`config.mk`:
```
export PLATFORM = sky130hd
export DESIGN_NAME = bdg_baud_gen
export DESIGN_NICKNAME = d
export VERILOG_FILES = /design/src/rtl/bdg_pkg.sv /design/src/rtl/bdg_prescaler.sv /design/src/rtl/bdg_pow2_div.sv /design/src/rtl/bdg_os_div.sv /design/src/rtl/bdg_baud_gen.sv
export SDC_FILE = /design/constraint.sdc
export NUM_CORES = 1
export LEC_CHECK = 0
export BUFFER_PORTS_ARGS = -buffer_cell sky130_fd_sc_hd__buf_4
export CORE_UTILIZATION = 60
export CTS_BUF_LIST = sky130_fd_sc_hd__clkbuf_4
export DETAILED_ROUTE_END_ITERATION = 10
export GPL_TIMING_DRIVEN = 0
export PLACE_DENSITY = 0.82
export SYNTH_ARGS = -nofsm -noshare
export SYNTH_HDL_FRONTEND = slang
export SYNTH_SLANG_ARGS = --single-unit
```
`constraint.sdc`:
```
create_clock -name clk -period 3 [get_ports clk]
set_input_delay 0 -clock clk [delete_from_list [all_inputs] [get_ports clk]]
set_output_delay 0 -clock clk [all_outputs]
set_load 0.05 [all_outputs]
```
`src/rtl/bdg_pkg.sv`:
```
package bdg_pkg;

   localparam int unsigned PRE_SEL_W = 2;

   typedef enum logic [PRE_SEL_W-1:0] {
      PRE_F0 = 2'd0,
      PRE_F1 = 2'd1,
      PRE_F2 = 2'd2,
      PRE_F3 = 2'd3
   } pre_code_e;

   function automatic int unsigned max4(input int unsigned a, input int unsigned b,
                                        input int unsigned c, input int unsigned d);
      int unsigned m;
      m = a;
      if (b > m) m = b;
      if (c > m) m = c;
      if (d > m) m = d;
      return m;
   endfunction

   function automatic bit is_pow2(input int unsigned v);
      return (v != 0) && ((v & (v - 1)) == 0);
   endfunction

endpackage

```
`src/rtl/bdg_prescaler.sv`:
```
module bdg_prescaler
   import bdg_pkg::*;
#(
   parameter int unsigned DIV_0 = 1,
   parameter int unsigned DIV_1 = 3,
   parameter int unsigned DIV_2 = 4,
   parameter int unsigned DIV_3 = 13
)(
   input  logic                 clk,
   input  logic                 rst_n,
   input  logic                 restart,
   input  logic [PRE_SEL_W-1:0] sel,
   output logic                 tick
);

   localparam int unsigned DMAX = max4(DIV_0, DIV_1, DIV_2, DIV_3);
   localparam int unsigned CW   = (DMAX > 1) ? $clog2(DMAX) : 1;

   generate
      if (DMAX == 1) begin : g_bypass
         assign tick = 1'b1;
      end else begin : g_count
         logic [CW-1:0] cnt_q;
         logic [CW-1:0] eff;
         logic [CW-1:0] lim;

         always_comb begin
            unique case (pre_code_e'(sel))
               PRE_F0:  lim = CW'(DIV_0 - 1);
               PRE_F1:  lim = CW'(DIV_1 - 1);
               PRE_F2:  lim = CW'(DIV_2 - 1);
               default: lim = CW'(DIV_3 - 1);
            endcase
         end

         assign eff  = restart ? '0 : cnt_q;
         assign tick = (eff == lim);

         always_ff @(posedge clk or negedge rst_n) begin
            if (!rst_n)    cnt_q <= '0;
            else if (tick) cnt_q <= '0;
            else           cnt_q <= eff + CW'(1);
         end
      end
   endgenerate

endmodule

```
`src/rtl/bdg_pow2_div.sv`:
```
module bdg_pow2_div #(
   parameter int unsigned SEL_W = 3
)(
   input  logic             clk,
   input  logic             rst_n,
   input  logic             restart,
   input  logic             adv,
   input  logic [SEL_W-1:0] sel,
   output logic             tick
);

   localparam int unsigned CW = (1 << SEL_W) - 1;

   logic [CW-1:0] cnt_q;
   logic [CW-1:0] eff;
   logic [CW-1:0] lim;

   // thermometer mask: the low 'sel' bits set
   always_comb begin
      for (int i = 0; i < CW; i++) lim[i] = (i < int'(sel));
   end

   assign eff  = restart ? '0 : cnt_q;
   assign tick = adv && (eff == lim);

   always_ff @(posedge clk or negedge rst_n) begin
      if (!rst_n)    cnt_q <= '0;
      else if (tick) cnt_q <= '0;
      else if (adv)  cnt_q <= eff + CW'(1);
      else           cnt_q <= eff;
   end

endmodule

```
`src/rtl/bdg_os_div.sv`:
```
module bdg_os_div
   import bdg_pkg::*;
#(
   parameter int unsigned OVERSAMPLE = 16
)(
   input  logic clk,
   input  logic rst_n,
   input  logic restart,
   input  logic adv,
   output logic tick
);

   generate
      if (OVERSAMPLE == 1) begin : g_pass
         assign tick = adv;
      end else begin : g_count
         localparam int unsigned CW = $clog2(OVERSAMPLE);
         logic [CW-1:0] cnt_q;
         logic [CW-1:0] eff;

         assign eff  = restart ? '0 : cnt_q;
         assign tick = adv && (eff == CW'(OVERSAMPLE - 1));

         // power-of-two length: wrap from the top value to zero is natural
         always_ff @(posedge clk or negedge rst_n) begin
            if (!rst_n)   cnt_q <= '0;
            else if (adv) cnt_q <= eff + CW'(1);
            else          cnt_q <= eff;
         end
      end
   endgenerate

endmodule

```
`src/rtl/bdg_baud_gen.sv`:
```
module bdg_baud_gen
   import bdg_pkg::*;
#(
   parameter int unsigned PRE_DIV_0  = 1,
   parameter int unsigned PRE_DIV_1  = 3,
   parameter int unsigned PRE_DIV_2  = 4,
   parameter int unsigned PRE_DIV_3  = 13,
   parameter int unsigned RATE_SEL_W = 3,
   parameter int unsigned OVERSAMPLE = 16
)(
   input  logic                  clk,
   input  logic                  rst_n,
   input  logic [1:0]            presc_sel,
   input  logic [RATE_SEL_W-1:0] rate_sel,
   output logic                  rt_tick,
   output logic                  bit_tick
);

   // elaboration-time parameter checks
   generate
      if (PRE_DIV_0 == 0 || PRE_DIV_1 == 0 || PRE_DIV_2 == 0 || PRE_DIV_3 == 0) begin : g_bad_div
         $error("bdg_baud_gen: prescale factors must be nonzero");
      end
      if (RATE_SEL_W < 1 || RATE_SEL_W > 5) begin : g_bad_rate
         $error("bdg_baud_gen: RATE_SEL_W must be 1..5");
      end
      if (!is_pow2(OVERSAMPLE)) begin : g_bad_os
         $error("bdg_baud_gen: OVERSAMPLE must be a power of two");
      end
   endgenerate

   logic [PRE_SEL_W-1:0]  pre_q;
   logic [RATE_SEL_W-1:0] rate_q;
   logic                  restart;
   logic                  pre_tick;
   logic                  rt_raw;
   logic                  bit_raw;

   always_ff @(posedge clk or negedge rst_n) begin
      if (!rst_n) begin
         pre_q  <= '0;
         rate_q <= '0;
      end else begin
         pre_q  <= presc_sel;
         rate_q <= rate_sel;
      end
   end

   assign restart = (presc_sel != pre_q) || (rate_sel != rate_q);

   bdg_prescaler #(
      .DIV_0 (PRE_DIV_0),
      .DIV_1 (PRE_DIV_1),
      .DIV_2 (PRE_DIV_2),
      .DIV_3 (PRE_DIV_3)
   ) u_pre (
      .clk     (clk),
      .rst_n   (rst_n),
      .restart (restart),
      .sel     (presc_sel),
      .tick    (pre_tick)
   );

   bdg_pow2_div #(
      .SEL_W (RATE_SEL_W)
   ) u_rate (
      .clk     (clk),
      .rst_n   (rst_n),
      .restart (restart),
      .adv     (pre_tick),
      .sel     (rate_sel),
      .tick    (rt_raw)
   );

   bdg_os_div #(
      .OVERSAMPLE (OVERSAMPLE)
   ) u_os (
      .clk     (clk),
      .rst_n   (rst_n),
      .restart (restart),
      .adv     (rt_raw),
      .tick    (bit_raw)
   );

   assign rt_tick  = rst_n & rt_raw;
   assign bit_tick = rst_n & bit_raw;

endmodule

```
==> results of run 1 <==
[where the power goes]
| part | switching (mW) | total [mW] | leakage (nW) | internal, mW |
|---|---|---|---|---|
| clock network | 0.0882 | 0.223 | 0.0279 | 0.135 |
| logic | 0.0571 | 0.105 | 0.448 | 0.0480 |
| registers | 0.00781 | 0.284 | 0.263 | 0.276 |
[final cells by class]
| class | count | area share [%] |
|---|---|---|
| Tap cell | 28 | 2.147 |
| Clock inverter | 1 | 1.840 |
| Inverter | 8 | 1.840 |
| Buffer | 8 | 4.218 |
| Multi-Input combinational cell | 116 | 50.54 |
| Timing Repair Buffer | 14 | 7.362 |
| Clock buffer | 3 | 1.380 |
| Sequential cell | 20 | 30.67 |
[layer usage]
layer | up-vias | wire length [um]
met5 | - | 0
met4 | 0 | 34
met3 | 5 | 120
met2 | 26 | 1405
met1 | 556 | 1356
li1 | 589 | -
[critical path: stages]
cell           delay, ns
dlygate4sd3_1       0.53
buf_4               0.14
buf_4               0.17
xnor2_2             0.16
and4_4              0.29
buf_6               0.15
nand3_2             0.10
o311ai_2            0.34
nand3_2             0.18
nor2_4              0.21
and3_1              0.19
buf_4               0.19
[kinds of logic after synthesis]
group,after synthesis,share of synthesized area (%)
and+or+nand+nor,68,27.77
AOI/OAI and AO/OA,30,16.43
DFF,20,35.15
buffers and inverters,16,6.941
xor gates and xnor gates,11,7.820
adders and majority gates,5,4.394
muxes,2,1.494
[per-stage QoR]
stage                     area, sq um  cells  setup slack, ns
after CTS                        1632    198           0.3695
after global placement           1519    188           0.7164
after detailed placement         1519    188           0.6841
after floorplan                  1424    152           0.8478
after global routing             1632    198           0.2291
final                            1632    198           0.3667
[cell usage after synthesis (all sizes together) (2+ instances only)]
| cell | n |
|---|---|
| xnor2 | 6 |
| or3 | 3 |
| inv | 8 |
| or2 | 2 |
| or3b | 2 |
| a21oi | 2 |
| nand2 | 12 |
| nor3 | 5 |
| a211oi | 3 |
| o311ai | 2 |
| and2 | 2 |
| dfrtp | 20 |
| nor4 | 2 |
| xor2 | 5 |
| o21ai | 10 |
| and3 | 9 |
| ha | 5 |
| nor2b | 2 |
| o22ai | 4 |
| a41oi | 2 |
| nand4 | 3 |
| nor2 | 12 |
| nand3 | 10 |
| buf | 7 |
| nand2b | 2 |
[flip-flops by register name, indices dropped and copies added (netlist names)]
signal and flops:
pre_q 2, u_os.g_count.cnt_q 4, rate_q 3, u_rate.cnt_q 7, u_pre.g_count.cnt_q 4
[how the worst max path moves through the flow]
stage                                           end  slack [ns]  depth (start not counted)
after detailed placement  u_rate.cnt_q[6]$_DFF_PN0_        0.68                         11
after floorplan           u_rate.cnt_q[6]$_DFF_PN0_        0.85                         11
after global placement    u_rate.cnt_q[6]$_DFF_PN0_        0.72                         11
final                                      bit_tick        0.37                         12
after global routing                       bit_tick        0.23                         12
after CTS                                  bit_tick        0.37                         12
==> key figures, run 1 <==
Logic synthesis
  – Sequential area share after synthesis: between 30% and 40%
  – Mean post-synth cell area: 9.368 sq um
  – Fraction of registers with async set or reset after synthesis: 100.0%
  – Synth Net Count: around 160
  – EDFF count, synth: 0
  – Synth warn: 0
  – Number of synthesized register bits: 20
  – Cell Area, Synth: 0.001424 sq mm
  – Ys flop type: dfrtp_1
  – Top-area cell type share of the netlist area: 35.15%
  – Synth area leader: dfrtp_1
  – Cell count after synthesis: 152
  – Cell variety after synth: 49
  – Synth top area cells: dfrtp_1 (35%), ha_1 (4.4%), o21ai_0 (3.2%)

Cells and area
  – Share of layout cells above drive strength 1: 22.35%
  – FILL cells: 165
  – Fin util: 73.05%
  – Layout Area Growth over Synthesis: 14.59%
  – Register area: 500.5 sq um
  – Footprint of the multi-input gates: around 800 sq um
  – Antenna Cells: 0
  – Most frequent cells in the layout: dfrtp_1 (20), nand2_1 (12), nor2_1 (11), buf_4 (10), o21ai_0 (9)
  – Final nets: 183
  – Commonest non-fill, non-tap cell in the layout: dfrtp_1

Timing
  – RSZ-0062 raised after global routing: no
  – Worst-Margin Slew: 0.4542 ns
  – Worst Skew: 0.01286 ns
  – Max_slew headroom: around 70%
  – Final Hold Viols: 0
  – Hold WS: 0.1046 ns
  – TNS Setup: 0 ns
  – Final worst-path cycle share: 87.78%
  – Minimum clock period: 2.633 ns
  – Number of max-slew violations in the final report: 0
  – Final setup violation count: 0
  – Max Fclk: 0.3797 GHz

Route
  – Routed len/inst: around 15 um
  – Final WL: 2917 um
  – First-pass iteration count of the detailed router: 4
  – ANT nets after route: 0
  – # DRC: 0
  – Drt initial violations: 18
  – DR vias/cell: ~6
  – Total number of vias: around 1,200

Worst setup path
  – Reg2reg setup slack: 0.59 ns
  – CP arrival: 2.63 ns
  – CP required: 3.00 ns
  – Crit path launch: rate_sel[1]
  – Reg2Reg Depth: 10
  – Worst setup EP type: output port
  – Critical path startpoint category: primary input
  – Crit-path max FO: 10
  – R2r endpoint: u_rate.cnt_q[6]$_DFF_PN0_
  – Reg2reg start: rate_q[2]$_DFF_PN0_
  – Setup CP Type: in -> out

GRT
  – GRT overflow: 0
  – Grt met3 use: under 10%
  – Met2 usage: between 40% and 50%
  – Largest net degree at the start of global routing: 23
  – Most Used Layer, Global Route: met2
  – GRT Resource Usage Total: 25.75%
  – Met1 usage: 31.55%
  – First-pass GRT wire length: 4988 um
  – Number of global-route vias before repair: between 1,000 and 1,500
  – Initial antenna violation count: 0

Hold path
  – Type of the most critical hold path: in -> async

Power
  – Cell Pwr Density: roughly 380 mW/mm^2
  – Leakage: ~0.74 nW
  – Power consumption: 612.9 uW
  – Maximum VDD drop: 0.3332 mV

Clock tree
  – Num CTS Buffers: 3
  – Hold_buf cts: 6
  – CTS tree: done
  – Post-cts resize count: 0
  – Clk Latency, worst-skew pair: roughly 0.31 ns
  – Htree depth: 1
  – Clock transition at path regs: between 0.1 and 0.15 ns
  – Setup Buffers After CTS: 0
  – Clock Path Buffers: 2
  – Clock root buffer: clkbuf_4
  – Clock Sinks: 20

Die
  – Die width: 50.72 um
  – Core area: 0.002233 sq mm
  – Starting Density: 63.75%
  – FP Rows: 17
  – I/O pin count: 9
  – Die H: between 50 and 60 um
  – Die area: about 0.0026 sq mm

Flow run
  – Max Cap Viol: 0

Place
  – HPWL Detailed: 2020 um
  – Port bufs: 8
  – GPL Wtd Cong: around 0.86

Outcome
  – Status: complete, no violations
Note: power is estimated with default switching activity, not from simulation.
==> inputs of run 2 (changes only) <==
Settings changed: BUFFER_PORTS_ARGS -buffer_cell sky130_fd_sc_hd__buf_4 to default, CORE_ASPECT_RATIO from default to 1.2, DONT_BUFFER_PORTS from default to 1, PLACE_DENSITY 0.82 to 0.79.
==> key figures, run 2 (synthesis gave the netlist of run 1 again) <==
Cells and area
  – Most frequent cells in the layout: dfrtp_1 (20), nand2_1 (12), nor2_1 (11), o21ai_0 (9) (was dfrtp_1 (20), nand2_1 (12), nor2_1 (11), buf_4 (10), o21ai_0 (9))
  – Largest registers: u_rate.cnt_q (7), u_os.g_count.cnt_q (4), u_pre.g_count.cnt_q (4) (unchanged)
  – Layout Area Growth over Synthesis: 8.436% (was 14.59%)
  – Largest register FFs: 7 (unchanged)
  – Final nets: 175 (was 183)
  – Largest register by flop count: u_rate.cnt_q (unchanged)
  – Share of layout cells above drive strength 1: 18.01% (was 22.35%)
  – Commonest non-fill, non-tap cell in the layout: dfrtp_1 (unchanged)
  – Antenna Cells: 0 (unchanged)
  – Fin cells: 191 (was 198)
  – FILL cells: 165 (unchanged)
  – Fin area: 0.001544 sq mm (was 0.001632 sq mm)

Worst setup path
  – Reg2reg start: pre_q[1]$_DFF_PN0_ (was rate_q[2]$_DFF_PN0_)
  – CP required: 3.00 ns (about the same)
  – Reg2reg setup slack: 0.63 ns (was 0.59 ns)
  – Setup CP Type: reg -> out (was in -> out)
  – Crit-path max FO: 10 (unchanged)
  – CP arrival: 2.74 ns (was 2.63 ns)
  – Worst setup EP type: output port (unchanged)
  – Reg2Reg Depth: 8 (was 10)
  – Critical path startpoint category: flip-flop (was primary input)
  – R2r endpoint: u_os.g_count.cnt_q[1]$_DFF_PN0_ (was u_rate.cnt_q[6]$_DFF_PN0_)

Route
  – ANT nets after route: 0 (unchanged)
  – DR vias/cell: 6.246 (was 5.939)
  – Final WL: 3123 um (was 2917 um)
  – Total number of vias: 1,193 (was 1,176)
  – # DRC: 0 (unchanged)
  – First-pass iteration count of the detailed router: 5 (was 4)
  – Routed len/inst: 16.35 um (was 14.73 um)
  – Drt initial violations: 36 (was 18)

Die
  – Die area: 0.002573 sq mm (was 0.002572 sq mm)
  – Core area: 0.002140 sq mm (was 0.002233 sq mm)
  – I/O pin count: 9 (unchanged)
  – FP Rows: 18 (was 17)
  – Starting Density: 66.55% (was 63.75%)
  – Die H: 55.37 um (was 50.72 um)
  – Die width: 46.47 um (was 50.72 um)

Hold path
  – Hold_sp: rate_sel[2]
  – Hold Crit Depth: 4
  – Worst Hold End: u_pre.g_count.cnt_q[3]$_DFF_PN0_
  – Type of the most critical hold path: in -> reg (was in -> async)

GRT
  – Initial antenna violation count: 0 (unchanged)
  – Largest net degree at the start of global routing: 21 (was 23)
  – GRT overflow: 0 (unchanged)
  – Number of global-route vias before repair: 1,218 (was 1,149)
  – GRT Resource Usage Total: 27.00% (was 25.75%)
  – First-pass GRT wire length: 5119 um (was 4988 um)

Clock tree
  – Clock transition at path regs: 0.11 ns (was 0.12 ns)
  – Clock root buffer: clkbuf_4 (unchanged)
  – Post-cts resize count: 0 (unchanged)
  – Clk Latency, worst-skew pair: 0.30 ns (was 0.31 ns)
  – Num CTS Buffers: 3 (unchanged)
  – Htree depth: 1 (unchanged)
  – Clock Sinks: 20 (unchanged)
  – Clock Path Buffers: 2 (unchanged)
  – CTS tree: done (unchanged)

Place
  – HPWL Detailed: 2110 um (was 2020 um)
  – Placed cells: 182 (was 188)
  – GPL Wtd Cong: 0.9045 (was 0.8551)
  – Port bufs: 0 (was 8)
  – Placed cell areas: 0.001461 sq mm (was 0.001519 sq mm)

Power
  – Maximum VDD drop: 0.3191 mV (was 0.3332 mV)
  – Leakage: 0.6850 nW (was 0.7389 nW)
  – Cell Pwr Density: 333.0 mW/mm^2 (was 375.6 mW/mm^2)

Outcome
  – Status: complete, no violations (unchanged)

Flow run
  – Max Cap Viol: 0 (unchanged)

Timing
  – Max Fclk: 0.3647 GHz (was 0.3797 GHz)
  – RSZ-0062 raised after global routing: no (unchanged)
  – Final worst-path cycle share: 91.40% (was 87.78%)
  – Worst-Margin Slew: 0.9224 ns (was 0.4542 ns)
  – Minimum clock period: 2.742 ns (was 2.633 ns)
  – Final Hold Viols: 0 (unchanged)
  – Max_slew headroom: 38.30% (was 69.72%)
  – Number of max-slew violations in the final report: 0 (unchanged)
  – TNS Setup: 0 ns (unchanged)
  – Final setup violation count: 0 (unchanged)
  – Worst Skew: 0.005642 ns (was 0.01286 ns)
==> run 2: changes by cell type in the layout (fill, tap and decap cells not counted), sizes merged <==
cell,previous run,this run
bufinv,1,0
buf,15,7
==> run 2: what timing repair did <==
item                                   CTS  global route
setup buffers                            0             0
endpoints found under the hold margin   25             0
hold buffers                             6             0
==> run 2: area by class of cell <==
type	instances	area, sq um	area share [%]
clock buffer	3	22.52	1.459
buffer	8	68.82	4.457
sequential	20	500.5	32.41
inverter	8	30.03	1.945
tap	30	37.54	2.431
timing repair buffer	6	60.06	3.890
multi-input combinational	116	824.5	53.40
==> run 2: critical path, stage by stage (launching register included) <==
cell and delay, ns:
dfrtp_1 0.39, xnor2_1 0.22, and4_4 0.30, buf_6 0.14
nand3_2 0.10, o311ai_2 0.38, nand3_2 0.19, nor2_4 0.21
and3_1 0.51
==> run 2: layer usage <==
layer  share of wire, %  wire length (um)  track usage (%)
met1                 41              1282            33.47
met5                  0                 0                0
met3                5.9               185            5.882
met4                2.3                72            13.03
met2                 51              1584            42.46
==> run 2: where the power goes <==
group | internal [mW] | total [mW] | switching [mW]
Combinational | 0.0433 | 0.0996 | 0.0562
Clock | 0.0469 | 0.130 | 0.0827
Sequential | 0.276 | 0.285 | 0.00855
==> run 2: through the flow <==
| stage | worst slack (ns) | hold slack (ns) | util (%) | power, mW |
|---|---|---|---|---|
| 4_1_cts | 0.2594 | 0.2081 | 72.16 | 0.5144 |
| 5_1_grt | 0.1062 | 0.2512 | 72.16 | 0.5339 |
| 3_5_place_dp | 0.6137 | -0.2951 | 68.30 | 0.3759 |
| 2_1_floorplan | 0.8478 | -0.2956 | - | 0.3588 |
| 6_report | 0.2580 | 0.2112 | 72.16 | 0.5142 |
| 3_3_place_gp | 0.6948 | -0.2952 | 68.30 | 0.3717 |
==> run 2: worst max-delay path by stage <==
| stage | start | end | slack (ns) | cells after the start |
|---|---|---|---|---|
| 2_1_floorplan | rate_q[0]$_DFF_PN0_ | u_rate.cnt_q[6]$_DFF_PN0_ | 0.85 | 11 |
| 3_3_place_gp | rate_q[0]$_DFF_PN0_ | bit_tick | 0.69 | 8 |
| 3_5_place_dp | rate_q[0]$_DFF_PN0_ | bit_tick | 0.61 | 8 |
| 4_1_cts | rate_q[0]$_DFF_PN0_ | bit_tick | 0.26 | 8 |
| 5_1_grt | rate_q[2]$_DFF_PN0_ | bit_tick | 0.11 | 7 |
| 6_report | pre_q[1]$_DFF_PN0_ | bit_tick | 0.26 | 8 |
==> inputs of run 3 (changes only) <==
Settings changed: CORE_UTILIZATION 60 to 65, PLACE_DENSITY 0.79 to 0.84.
==> key figures, run 3 (synthesis gave the netlist of run 1 again) <==
Outcome
  – Status: complete, no violations (unchanged)

Cells and area
  – Footprint of the multi-input gates: 824.5 sq um (unchanged)
  – Fin cells: 192 (was 191)
  – Antenna Cells: 0 (unchanged)
  – Largest register FFs: 7 (unchanged)
  – Largest registers: u_rate.cnt_q (7), u_os.g_count.cnt_q (4), u_pre.g_count.cnt_q (4) (unchanged)
  – Share of layout cells above drive strength 1: 18.52% (was 18.01%)
  – Most frequent cells in the layout: dfrtp_1 (20), nand2_1 (12), nor2_1 (11), o21ai_0 (9) (unchanged)
  – Layout Area Growth over Synthesis: 10.54% (was 8.436%)
  – Fin area: 0.001574 sq mm (was 0.001544 sq mm)
  – FILL cells: 152 (was 165)
  – Final nets: 175 (unchanged)
  – Fin util: 75.97% (was 72.16%)
  – Largest register by flop count: u_rate.cnt_q (unchanged)
  – Register area: 500.5 sq um (unchanged)
  – Commonest non-fill, non-tap cell in the layout: dfrtp_1 (unchanged)

Timing
  – RSZ-0062 raised after global routing: no (unchanged)
  – Worst Skew: 0.004425 ns (was 0.005642 ns)
  – Worst-Margin Slew: 0.9397 ns (was 0.9224 ns)
  – TNS Setup: 0 ns (unchanged)
  – Final setup violation count: 0 (unchanged)
  – Max_slew headroom: 37.15% (was 38.30%)
  – Final worst-path cycle share: 91.69% (was 91.40%)
  – Final Hold Viols: 0 (unchanged)
  – Minimum clock period: 2.751 ns (was 2.742 ns)
  – Number of max-slew violations in the final report: 0 (unchanged)
  – Max Fclk: 0.3635 GHz (was 0.3647 GHz)

Route
  – First-pass iteration count of the detailed router: 4 (was 5)
  – Routed len/inst: 16.37 um (was 16.35 um)
  – Final WL: 3143 um (was 3123 um)
  – Drt initial violations: 42 (was 36)
  – # DRC: 0 (unchanged)
  – ANT nets after route: 0 (unchanged)
  – Total number of vias: 1,175 (was 1,193)
  – DR vias/cell: 6.120 (was 6.246)

Clock tree
  – Clock Sinks: 20 (unchanged)
  – Clock transition at path regs: 0.12 ns (was 0.11 ns)
  – CTS tree: done (unchanged)
  – Clock root buffer: clkbuf_4 (unchanged)
  – Clk Latency, worst-skew pair: 0.33 ns (was 0.30 ns)
  – Setup Buffers After CTS: 0 (unchanged)
  – Num CTS Buffers: 3 (unchanged)
  – Htree depth: 1 (unchanged)
  – Clock Path Buffers: 2 (unchanged)

GRT
  – Initial antenna violation count: 0 (unchanged)
  – First-pass GRT wire length: 5050 um (was 5119 um)
  – GRT Resource Usage Total: 30.50% (was 27.00%)
  – GRT overflow: 0 (unchanged)
  – Number of global-route vias before repair: 1,143 (was 1,218)
  – Largest net degree at the start of global routing: 21 (unchanged)

Die
  – Die area: 0.002383 sq mm (was 0.002573 sq mm)
  – I/O pin count: 9 (unchanged)
  – FP Rows: 18 (unchanged)
  – Die width: 44.73 um (was 46.47 um)
  – Die H: 53.27 um (was 55.37 um)
  – Core area: 0.002072 sq mm (was 0.002140 sq mm)
  – Starting Density: 68.72% (was 66.55%)

Power
  – Cell Pwr Density: 388.0 mW/mm^2 (was 333.0 mW/mm^2)
  – Maximum VDD drop: 0.4033 mV (was 0.3191 mV)
  – Leakage: 0.6992 nW (was 0.6850 nW)
  – Power consumption: 610.8 uW (was 514.2 uW)

Worst setup path
  – Worst setup EP type: output port (unchanged)
  – CP required: 3.00 ns (about the same)
  – Reg2reg start: rate_q[2]$_DFF_PN0_ (was pre_q[1]$_DFF_PN0_)
  – Critical path startpoint category: flip-flop (unchanged)
  – Crit-path max FO: 10 (unchanged)
  – CP arrival: 2.75 ns (was 2.74 ns)
  – Setup CP Type: reg -> out (unchanged)
  – Reg2Reg Depth: 7 (was 8)
  – Reg2reg setup slack: 0.63 ns (about the same)
  – R2r endpoint: u_os.g_count.cnt_q[1]$_DFF_PN0_ (unchanged)

Place
  – GPL Wtd Cong: 0.9023 (was 0.9045)
  – HPWL Detailed: 2104 um (was 2110 um)
  – Placed cell areas: 0.001461 sq mm (unchanged)
  – Port bufs: 0 (unchanged)
  – Placed cells: 182 (unchanged)

Hold path
  – Type of the most critical hold path: in -> reg (unchanged)
  – Hold_sp: rate_sel[2] (unchanged)
  – Worst Hold End: u_pre.g_count.cnt_q[3]$_DFF_PN0_ (unchanged)
  – Hold Crit Depth: 4 (unchanged)

Flow run
  – Max Cap Viol: 0 (unchanged)
[run 3: critical path, cell delays in order (launching register included)]
cell and delay, ns:
dfrtp_1 0.48, xnor2_1 0.38, buf_6 0.19, nand3_1 0.17, a211oi_2 0.27, o22ai_2 0.17
nor2_4 0.24, and3_1 0.51
[run 3: what timing repair did]
item / in CTS / in global routing
hold endpoints to repair: 25 / 0
resized for setup: 0 / 0
hold buffers: 6 / 0
[run 3: worst max path at each step]
stage	start	endpoint	slack [ns]
5_1_grt	rate_q[2]$_DFF_PN0_	bit_tick	0.11
3_3_place_gp	rate_q[1]$_DFF_PN0_	bit_tick	0.69
2_1_floorplan	rate_q[0]$_DFF_PN0_	u_rate.cnt_q[6]$_DFF_PN0_	0.85
3_5_place_dp	rate_q[2]$_DFF_PN0_	bit_tick	0.63
6_report	rate_q[2]$_DFF_PN0_	bit_tick	0.25
4_1_cts	rate_q[2]$_DFF_PN0_	bit_tick	0.25
[run 3: where the power goes]
| group | leakage [nW] | total, mW | internal, mW | switching [mW] |
|---|---|---|---|---|
| Clock | 0.0279 | 0.229 | 0.136 | 0.0931 |
| Combinational | 0.408 | 0.0977 | 0.0433 | 0.0544 |
| Sequential | 0.263 | 0.284 | 0.276 | 0.00797 |
| Total | 0.699 | 0.611 | 0.455 | 0.155 |
[run 3: area by class of cell]
class,count,area share (%)
inverters,8,1.908
multi-input cells,116,52.38
well taps,30,2.385
clock inverters,1,1.908
plain buffers,8,4.372
flip-flops and latches,20,31.80
clock buffers,3,1.431
repair buffers,6,3.816
[run 3: routing by layer]
layer  vias up  track usage [%]  share of wire, %
met1       556            35.41                40
met2        38            51.47                52
met3        14            5.119               5.2
met5         -                0                 0
li1        567                -                 -
met4         0            18.69               3.1
[run 3: metrics by stage]
| step | setup slack, ns | hold slack, ns |
|---|---|---|
| final | 0.2493 | 0.1820 |
| after global routing | 0.1098 | 0.2262 |
| after CTS | 0.2522 | 0.1755 |
| after detailed placement | 0.6344 | -0.2952 |
| after global placement | 0.6915 | -0.2952 |
| after floorplan | 0.8478 | -0.2956 |
